--- src/rtl/ets_pkg.sv ---
package ets_pkg;
  localparam int LANES = 32;
  localparam int SID_W = 8;
  localparam int TS_W  = 64;

  typedef struct packed {
    logic [TS_W-1:0]  ts;
    logic [SID_W-1:0] sid;
    logic [LANES-1:0] prev;
    logic [LANES-1:0] cur;
  } ets_entry_t;
endpackage

--- src/rtl/ets_capture.sv ---
module ets_capture
  import ets_pkg::*;
#(
  parameter int NUM_SLICES = 2
) (
  input  logic                        clk,
  input  logic                        rst_n,
  input  logic                        glb_en_i,
  input  logic [NUM_SLICES*LANES-1:0] lines_i,
  input  logic [NUM_SLICES*LANES-1:0] mask_i,
  input  logic [TS_W-1:0]             ts_i,
  input  logic                        full_i,
  output logic                        push_o,
  output logic                        drop_o,
  output ets_entry_t                  entry_o
);
  localparam int NL = NUM_SLICES * LANES;

  logic [NL-1:0] sync1_q, sync2_q;
  logic [NUM_SLICES-1:0] hit, pend_w, grant;
  logic [NUM_SLICES-1:0][TS_W-1:0]  pts;
  logic [NUM_SLICES-1:0][LANES-1:0] pprev, pcur;

  always_ff @(posedge clk or negedge rst_n) begin
    if (!rst_n) begin
      sync1_q <= '0;
      sync2_q <= '0;
    end else begin
      sync1_q <= lines_i;
      sync2_q <= sync1_q;
    end
  end

  for (genvar n = 0; n < NUM_SLICES; n++) begin : g_slice
    logic [LANES-1:0] ref_q, ref_d, now_w, msk_w, prev_q, cur_q;
    logic [TS_W-1:0]  ts_q;
    logic             pend_q, pend_d;

    assign now_w    = sync2_q[n*LANES +: LANES];
    assign msk_w    = mask_i[n*LANES +: LANES];
    assign hit[n]   = glb_en_i && !pend_q && (((now_w ^ ref_q) & msk_w) != '0);
    assign pend_w[n] = pend_q;
    assign pts[n]   = ts_q;
    assign pprev[n] = prev_q;
    assign pcur[n]  = cur_q;

    // reference holds while an event waits, so later edges are reported next
    always_comb begin
      ref_d  = pend_q ? ref_q : now_w;
      pend_d = (pend_q && !grant[n]) || hit[n];
    end

    always_ff @(posedge clk or negedge rst_n) begin
      if (!rst_n) begin
        ref_q  <= '0;
        pend_q <= 1'b0;
        ts_q   <= '0;
        prev_q <= '0;
        cur_q  <= '0;
      end else begin
        ref_q  <= ref_d;
        pend_q <= pend_d;
        if (hit[n]) begin
          ts_q   <= ts_i;
          prev_q <= ref_q & msk_w;
          cur_q  <= now_w & msk_w;
        end
      end
    end
  end

  always_comb begin
    grant = '0;
    for (int i = 0; i < NUM_SLICES; i++) begin
      if (pend_w[i] && (grant == '0)) grant[i] = 1'b1;
    end
  end

  always_comb begin
    entry_o = '0;
    for (int i = 0; i < NUM_SLICES; i++) begin
      if (grant[i]) begin
        entry_o.ts   = pts[i];
        entry_o.sid  = SID_W'(i);
        entry_o.prev = pprev[i];
        entry_o.cur  = pcur[i];
      end
    end
  end

  assign push_o = (grant != '0) && !full_i;
  assign drop_o = (grant != '0) && full_i;


  chg_nonzero_chk: assert property (@(posedge clk) disable iff (!rst_n)
    push_o |-> ((entry_o.prev ^ entry_o.cur) != '0));
endmodule

--- src/rtl/ets_fifo.sv ---
module ets_fifo #(
  parameter int DEPTH = 16,
  parameter int W     = 8
) (
  input  logic                       clk,
  input  logic                       rst_n,
  input  logic                       push_i,
  input  logic                       pop_i,
  input  logic [W-1:0]               din_i,
  output logic [W-1:0]               dout_o,
  output logic [$clog2(DEPTH+1)-1:0] count_o,
  output logic                       full_o,
  output logic                       empty_o
);
  localparam int PTR_W = (DEPTH > 1) ? $clog2(DEPTH) : 1;
  localparam int CNT_W = $clog2(DEPTH + 1);

  logic [W-1:0]     mem [DEPTH];
  logic [PTR_W-1:0] wptr_q, wptr_d, rptr_q, rptr_d;
  logic [CNT_W-1:0] cnt_q, cnt_d;
  logic             do_wr, do_rd;

  assign full_o  = (cnt_q == CNT_W'(DEPTH));
  assign empty_o = (cnt_q == '0);
  assign do_wr   = push_i && !full_o;
  assign do_rd   = pop_i && !empty_o;
  assign dout_o  = mem[rptr_q];
  assign count_o = cnt_q;

  always_comb begin
    wptr_d = wptr_q;
    rptr_d = rptr_q;
    if (do_wr) wptr_d = (wptr_q == PTR_W'(DEPTH-1)) ? '0 : wptr_q + 1'b1;
    if (do_rd) rptr_d = (rptr_q == PTR_W'(DEPTH-1)) ? '0 : rptr_q + 1'b1;
    cnt_d = cnt_q + CNT_W'(do_wr) - CNT_W'(do_rd);
  end

  always_ff @(posedge clk or negedge rst_n) begin
    if (!rst_n) begin
      wptr_q <= '0;
      rptr_q <= '0;
      cnt_q  <= '0;
    end else begin
      wptr_q <= wptr_d;
      rptr_q <= rptr_d;
      cnt_q  <= cnt_d;
    end
  end

  always_ff @(posedge clk) begin
    if (do_wr) mem[wptr_q] <= din_i;
  end


  fifo_bound_chk: assert property (@(posedge clk) disable iff (!rst_n)
    cnt_q <= CNT_W'(DEPTH));

  pop_dec_chk: assert property (@(posedge clk) disable iff (!rst_n)
    (pop_i && !push_i && !empty_o) |=> (cnt_q == $past(cnt_q) - 1'b1));

  push_inc_chk: assert property (@(posedge clk) disable iff (!rst_n)
    (push_i && !pop_i && !full_o) |=> (cnt_q == $past(cnt_q) + 1'b1));
endmodule

--- src/rtl/ets_engine.sv ---
module ets_engine
  import ets_pkg::*;
#(
  parameter int NUM_SLICES = 2,
  parameter int FIFO_DEPTH = 16,
  parameter int ADDR_W     = 8
) (
  input  logic                        clk,
  input  logic                        rst_n,
  input  logic [NUM_SLICES*LANES-1:0] lines_i,
  input  logic [ADDR_W-1:0]           bus_addr_i,
  input  logic                        bus_wr_i,
  input  logic [31:0]                 bus_wdata_i,
  output logic [31:0]                 bus_rdata_o,
  output logic                        irq_o
);
  localparam int CNT_W   = $clog2(FIFO_DEPTH + 1);
  localparam int ENT_W   = $bits(ets_entry_t);
  localparam int MSK_BASE = 'h40;
  localparam int MSK_STEP = 'h20;
  localparam logic [ADDR_W-1:0] A_CTRL = ADDR_W'('h00);
  localparam logic [ADDR_W-1:0] A_TSH  = ADDR_W'('h04);
  localparam logic [ADDR_W-1:0] A_TSL  = ADDR_W'('h08);
  localparam logic [ADDR_W-1:0] A_SRC  = ADDR_W'('h0C);
  localparam logic [ADDR_W-1:0] A_CUR  = ADDR_W'('h10);
  localparam logic [ADDR_W-1:0] A_PREV = ADDR_W'('h14);
  localparam logic [ADDR_W-1:0] A_CMD  = ADDR_W'('h1C);
  localparam logic [ADDR_W-1:0] A_STAT = ADDR_W'('h20);

  logic rs1_q, rs2_q, rst_core_n;
  always_ff @(posedge clk or negedge rst_n) begin
    if (!rst_n) begin
      rs1_q <= 1'b0;
      rs2_q <= 1'b0;
    end else begin
      rs1_q <= 1'b1;
      rs2_q <= rs1_q;
    end
  end
  assign rst_core_n = rs2_q;

  logic             en_q, ien_q, ovf_q, ovf_d, ctrl_we, ovf_clr;
  logic [7:0]       thr_q, occ8;
  logic [TS_W-1:0]  tsc_q;
  logic [NUM_SLICES*LANES-1:0] mask_w;
  logic             push, drop, pop, f_full, f_empty;
  logic [ENT_W-1:0] f_dout;
  logic [CNT_W-1:0] f_cnt;
  ets_entry_t       cap_entry, head;

  assign ctrl_we = bus_wr_i && (bus_addr_i == A_CTRL);
  assign ovf_clr = bus_wr_i && (bus_addr_i == A_STAT) && bus_wdata_i[0];
  assign pop     = bus_wr_i && (bus_addr_i == A_CMD) && (bus_wdata_i == 32'd1);
  assign ovf_d   = drop ? 1'b1 : (ovf_clr ? 1'b0 : ovf_q);

  always_ff @(posedge clk or negedge rst_core_n) begin
    if (!rst_core_n) begin
      en_q  <= 1'b0;
      ien_q <= 1'b0;
      thr_q <= 8'd1;
      ovf_q <= 1'b0;
      tsc_q <= '0;
    end else begin
      tsc_q <= tsc_q + 1'b1;
      ovf_q <= ovf_d;
      if (ctrl_we) begin
        en_q  <= bus_wdata_i[0];
        ien_q <= bus_wdata_i[1];
        thr_q <= bus_wdata_i[15:8];
      end
    end
  end

  for (genvar n = 0; n < NUM_SLICES; n++) begin : g_mask
    logic [LANES-1:0] msk_q;
    logic             msk_we;
    assign msk_we = bus_wr_i && (bus_addr_i == ADDR_W'(MSK_BASE + n*MSK_STEP));
    always_ff @(posedge clk or negedge rst_core_n) begin
      if (!rst_core_n)  msk_q <= '0;
      else if (msk_we)  msk_q <= bus_wdata_i;
    end
    assign mask_w[n*LANES +: LANES] = msk_q;
  end

  ets_capture #(.NUM_SLICES(NUM_SLICES)) u_cap (
    .clk(clk), .rst_n(rst_core_n), .glb_en_i(en_q), .lines_i(lines_i),
    .mask_i(mask_w), .ts_i(tsc_q), .full_i(f_full), .push_o(push),
    .drop_o(drop), .entry_o(cap_entry)
  );

  ets_fifo #(.DEPTH(FIFO_DEPTH), .W(ENT_W)) u_fifo (
    .clk(clk), .rst_n(rst_core_n), .push_i(push), .pop_i(pop),
    .din_i(cap_entry), .dout_o(f_dout), .count_o(f_cnt),
    .full_o(f_full), .empty_o(f_empty)
  );

  assign head  = f_empty ? '0 : ets_entry_t'(f_dout);
  assign occ8  = 8'(f_cnt);
  assign irq_o = en_q && ien_q && (occ8 >= thr_q);

  always_comb begin
    bus_rdata_o = '0;
    case (bus_addr_i)
      A_CTRL: bus_rdata_o = {16'd0, thr_q, 6'd0, ien_q, en_q};
      A_TSH:  bus_rdata_o = head.ts[63:32];
      A_TSL:  bus_rdata_o = head.ts[31:0];
      A_SRC:  bus_rdata_o = {8'd0, head.sid, 16'd0};
      A_CUR:  bus_rdata_o = head.cur;
      A_PREV: bus_rdata_o = head.prev;
      A_STAT: bus_rdata_o = {16'd0, occ8, 7'd0, ovf_q};
      default: begin
        for (int i = 0; i < NUM_SLICES; i++) begin
          if (bus_addr_i == ADDR_W'(MSK_BASE + i*MSK_STEP))
            bus_rdata_o = mask_w[i*LANES +: LANES];
        end
      end
    endcase
  end


  ovf_sticky_chk: assert property (@(posedge clk) disable iff (!rst_core_n)
    (ovf_q && !ovf_clr) |=> ovf_q);
endmodule

--- config.mk ---
export PLATFORM = sky130hd
export DESIGN_NAME = ets_engine
export DESIGN_NICKNAME = d
export VERILOG_FILES = /design/src/rtl/ets_pkg.sv /design/src/rtl/ets_capture.sv /design/src/rtl/ets_fifo.sv /design/src/rtl/ets_engine.sv
export SDC_FILE = /design/constraint.sdc
export NUM_CORES = 2
export LEC_CHECK = 0
export BUFFER_PORTS_ARGS = -buffer_cell sky130_fd_sc_hd__buf_2
export CAP_MARGIN = 20
export CORE_MARGIN = 10
export CORE_UTILIZATION = 55
export CTS_CLUSTER_DIAMETER = 50
export DETAILED_ROUTE_END_ITERATION = 7
export PLACE_DENSITY_LB_ADDON = 0.05
export SETUP_SLACK_MARGIN = 0.4
export SYNTH_ARGS = -nofsm -noshare
export SYNTH_HDL_FRONTEND = slang
export SYNTH_HIERARCHICAL = 1
export SYNTH_SLANG_ARGS = --single-unit
--- constraint.sdc ---
create_clock -name clk -period 33.3 [get_ports clk]
set_input_delay 3.33 -clock clk [delete_from_list [all_inputs] [get_ports clk]]
set_output_delay 3.33 -clock clk [all_outputs]
set_load 0.01 [all_outputs]
==> impl_metrics.py <==
metrics = {
    "worst_setup_path": {
        "cp-end-kind": "primary output",
        "critical-path-max-stage-delay_ps": 930,
        "worst-path-max-fanout": 124,
        "cp-start-kind": "flip-flop",
        "critPathKind": "flip-flop to primary output",
        "crit_start": "u_fifo/rptr_q[0]$_DFFE_PN0P_",
        "cp_cell_sequence": "buf_4, buf_4, buf_12, buf_4, buf_4, mux4_2, a22oi_1, nand2_1, mux2_2, a22oi_1, o21ai_0, buf_2",
        "worstPathRequired_ps": 29970,
        "crit_path_frequent_cell": "buf_4",
        "slowest_stage": "dfrtp_4",
        "reg2reg_from": "u_fifo/count_o[2]$_DFF_PN0_",
        "arrival_ps": 8800,
    },
    "sta": {
        "finalHoldViolCount": 0,
        "fin_crit_sh": 0.364,
        "slew_viol_final": 0,
        "tns_ps": 0,
        "clock_skew_ps": 66.8,
        "slew-limit-headroom": 0.131,
        "setup_ws_ps": 21170,
        "timing.hold.ws_ps": 329,
        "fmax_mhz": 82.4,
        "period_needed_ps": 12130,
        "setup_viol_count_final": 0,
        "grt_setup_unrepaired": "false",
        "tightest_slew_ps": 1300,
    },
    "finish": {
        "final_cell_mix": "2176 x edfxtp_1, 706 x mux2i_1, 596 x dfrtp_1",
        "multiInputGateArea_sq_um": 28000,
        "n_fill_cell": 14457,
        "regArea_sq_um": 80500,
        "nets": 6767,
        "area_growth_pct": 12.2,
        "layout_commonest_cell": "edfxtp_1",
        "drive_above_1_share": 0.206,
        "fin_area_sq_um": 125000,
    },
    "global_routing": {
        "grt_max_degree": 128,
        "grt_pass1_vias": 59925,
        "grt_pass1_wl_um": 430000,
        "antenna_found_initial": 9,
        "globalRouteOverflowTotal": 0,
        "track_usage": 0.265,
    },
    "min_path": {
        "hp-class": "flip-flop to flip-flop",
        "min_from": "u_cap/sync1_q[40]$_DFF_PN0_",
    },
    "cts": {
        "clock_latency_ps": 920,
        "cts_setup_buffers": 0,
        "cts_resized": 0,
        "h-tree-depth": 5,
        "cts_inserted_buffers": 313,
        "cts_hold_buf": 0,
        "clk_pin_slew_worst_paths_ps": 60,
        "cts_tree": "built",
        "cts-root-buf": "clkbuf_16",
        "numClockSinks": 2780,
        "cts_buffer_depth": 4,
    },
    "drt": {
        "drt_pass1_iterations": 8,
        "drtAntennaViolNets": 0,
        "via_per_inst": 6.31,
        "drt_wl_total_um": 299000,
        "drc": 0,
        "dr.first_iter.drc_count": 6549,
        "dr_total_vias": 60049,
        "wl_per_cell_um": 31.4,
    },
    "synth": {
        "synth_edf_count": 2176,
        "ys_ff_latch": 2780,
        "synth_cell_types": 73,
        "synth_top_area_cell": "edfxtp_1",
        "yosys-top-cells-area": "edfxtp_1 59%, dfrtp_1 14%, mux2i_1 6.4%",
        "ys_seq_area_frac": 0.725,
        "async_reset_ff_frac": 0.217,
        "avgSynthCellArea_sq_um": 17.6,
        "mappedNetlistArea_sq_um": 111000,
        "synth_warnings": 6,
        "netlist_instances": 6307,
        "synth_top_area_frac": 0.589,
        "synth_top_flop_cell": "edfxtp_1",
    },
    "power": {
        "leakage_nw": 42.1,
        "p_switching_mw": 1.61,
        "p_comb_frac": 0.041,
        "p_int_mw": 5.84,
        "p_per_area_nw_per_um2": 59.8,
        "ir_worst_vdd_v": 0.0000580,
        "p_sw_frac": 0.216,
        "clockPowerShare": 0.431,
        "power_frac_seq": 0.528,
    },
    "placed_design": {
        "place.gp.congestion": 0.830,
        "dp_hpwl_um": 166000,
        "port_buffers": 139,
        "post-place-ws_ps": 21990,
        "placed_cell_area_sq_um": 115000,
    },
    "job": {
        "maxCapViolCount": 0,
    },
    "die": {
        "die-area_sq_um": 220000,
        "core_area_sq_um": 200000,
        "num_io_pins": 140,
        "dieWidth_um": 469,
        "start_util": 0.554,
        "die_y_um": 469,
        "rows": 164,
    },
    "outcome": {
        "status": "completed",
    },
}
[worst paths after layout]
check / slack [ps] / cells after the start / endpoint
worst max-delay path: 21170 / 12 / bus_rdata_o[22]
worst min-delay path: 330 / 0 / u_cap/sync2_q[40]$_DFF_PN0_
worst max register to register: 28410 / 10 / u_fifo/mem[11][65]$_DFFE_PP_
worst min register to register: 330 / 0 / u_cap/sync2_q[40]$_DFF_PN0_
max in group asynchronous: 29020 / 4 / u_cap/g_slice[0].ts_q[30]$_DFFE_PN0P_
min in group asynchronous: 420 / 0 / u_cap/sync1_q[41]$_DFF_PN0_
[cell type report]
| class | instances | share of cell area |
|---|---|---|
| clock inverter | 146 | 0.00891 |
| multi-input combinational | 3023 | 0.225 |
| tap | 2656 | 0.0267 |
| clock buffer | 390 | 0.0667 |
| sequential | 2780 | 0.646 |
| timing repair buffer | 366 | 0.0218 |
| antenna | 4 | 0.0000804 |
| inverter | 158 | 0.00482 |
[cell families (layout without fill, tap and decap cells)]
kind of cell,count (synthesis),after routing,synth area share
and+or+nand+nor,762,762,0.0304
AOI/OAI and AO/OA,849,849,0.0556
adders and majority gates,18,18,0.00210
buffers and inverters,510,1060,0.0245
muxes,1254,1254,0.152
xor gates and xnor gates,132,132,0.0104
DFF,2780,2780,0.725
other,2,12,0.0000677
[power groups by stage]
stage | registers (mW) | logic [mW] | clock network, mW
detailed placement | 4.00 | 0.305 | 0
finish | 3.93 | 0.308 | 3.21
CTS | 3.93 | 0.307 | 3.26
global placement | 4.00 | 0.294 | 0
global route | 3.95 | 0.339 | 3.39
floorplan | 4.00 | 0.185 | 0
[registers in the layout, summed over array words and instances (netlist names), 64 cells and up]
name and count:
u_cap/g_slice.cur_q 64, u_fifo/mem 2176, tsc_q 64, u_cap/sync1_q 64, u_cap/g_slice.prev_q 64, u_cap/g_slice.ref_q 64
g_mask.msk_q 64, u_cap/sync2_q 64, u_cap/g_slice.ts_q 128
[cell usage after synthesis (all sizes together), types with 158 or more instances]
cell type and number:
dfrtp 603, clkbuf 167, o21ai 288, mux2i 706, a22oi 214, a221oi 274, mux4 272, buf 185
edfxtp 2176, nand2 563, inv 158, mux2 276
[critical path: cells and delay by family, from the launching register on]
kind	cells	cell delay, ps
mux	2	880
flops	1	930
simple gates	1	100
compound gates	3	1480
buf+inv	6	4270
[layer usage]
metal,routed length (um),up-vias,GRT usage
li1,-,25468,-
met1,123000,31655,0.373
met2,145000,2413,0.430
met3,20500,507,0.0385
met4,9960,6,0.0859
met5,39,-,0
[per-stage QoR]
step	std cells	util	power, mW
after floorplan	6313	-	4.19
after global placement	8957	0.573	4.29
after detailed placement	8971	0.574	4.31
after CTS	9507	0.621	7.50
after global routing	9520	0.622	7.67
final	9523	0.622	7.45
Note: power is estimated with default switching activity, not from simulation.
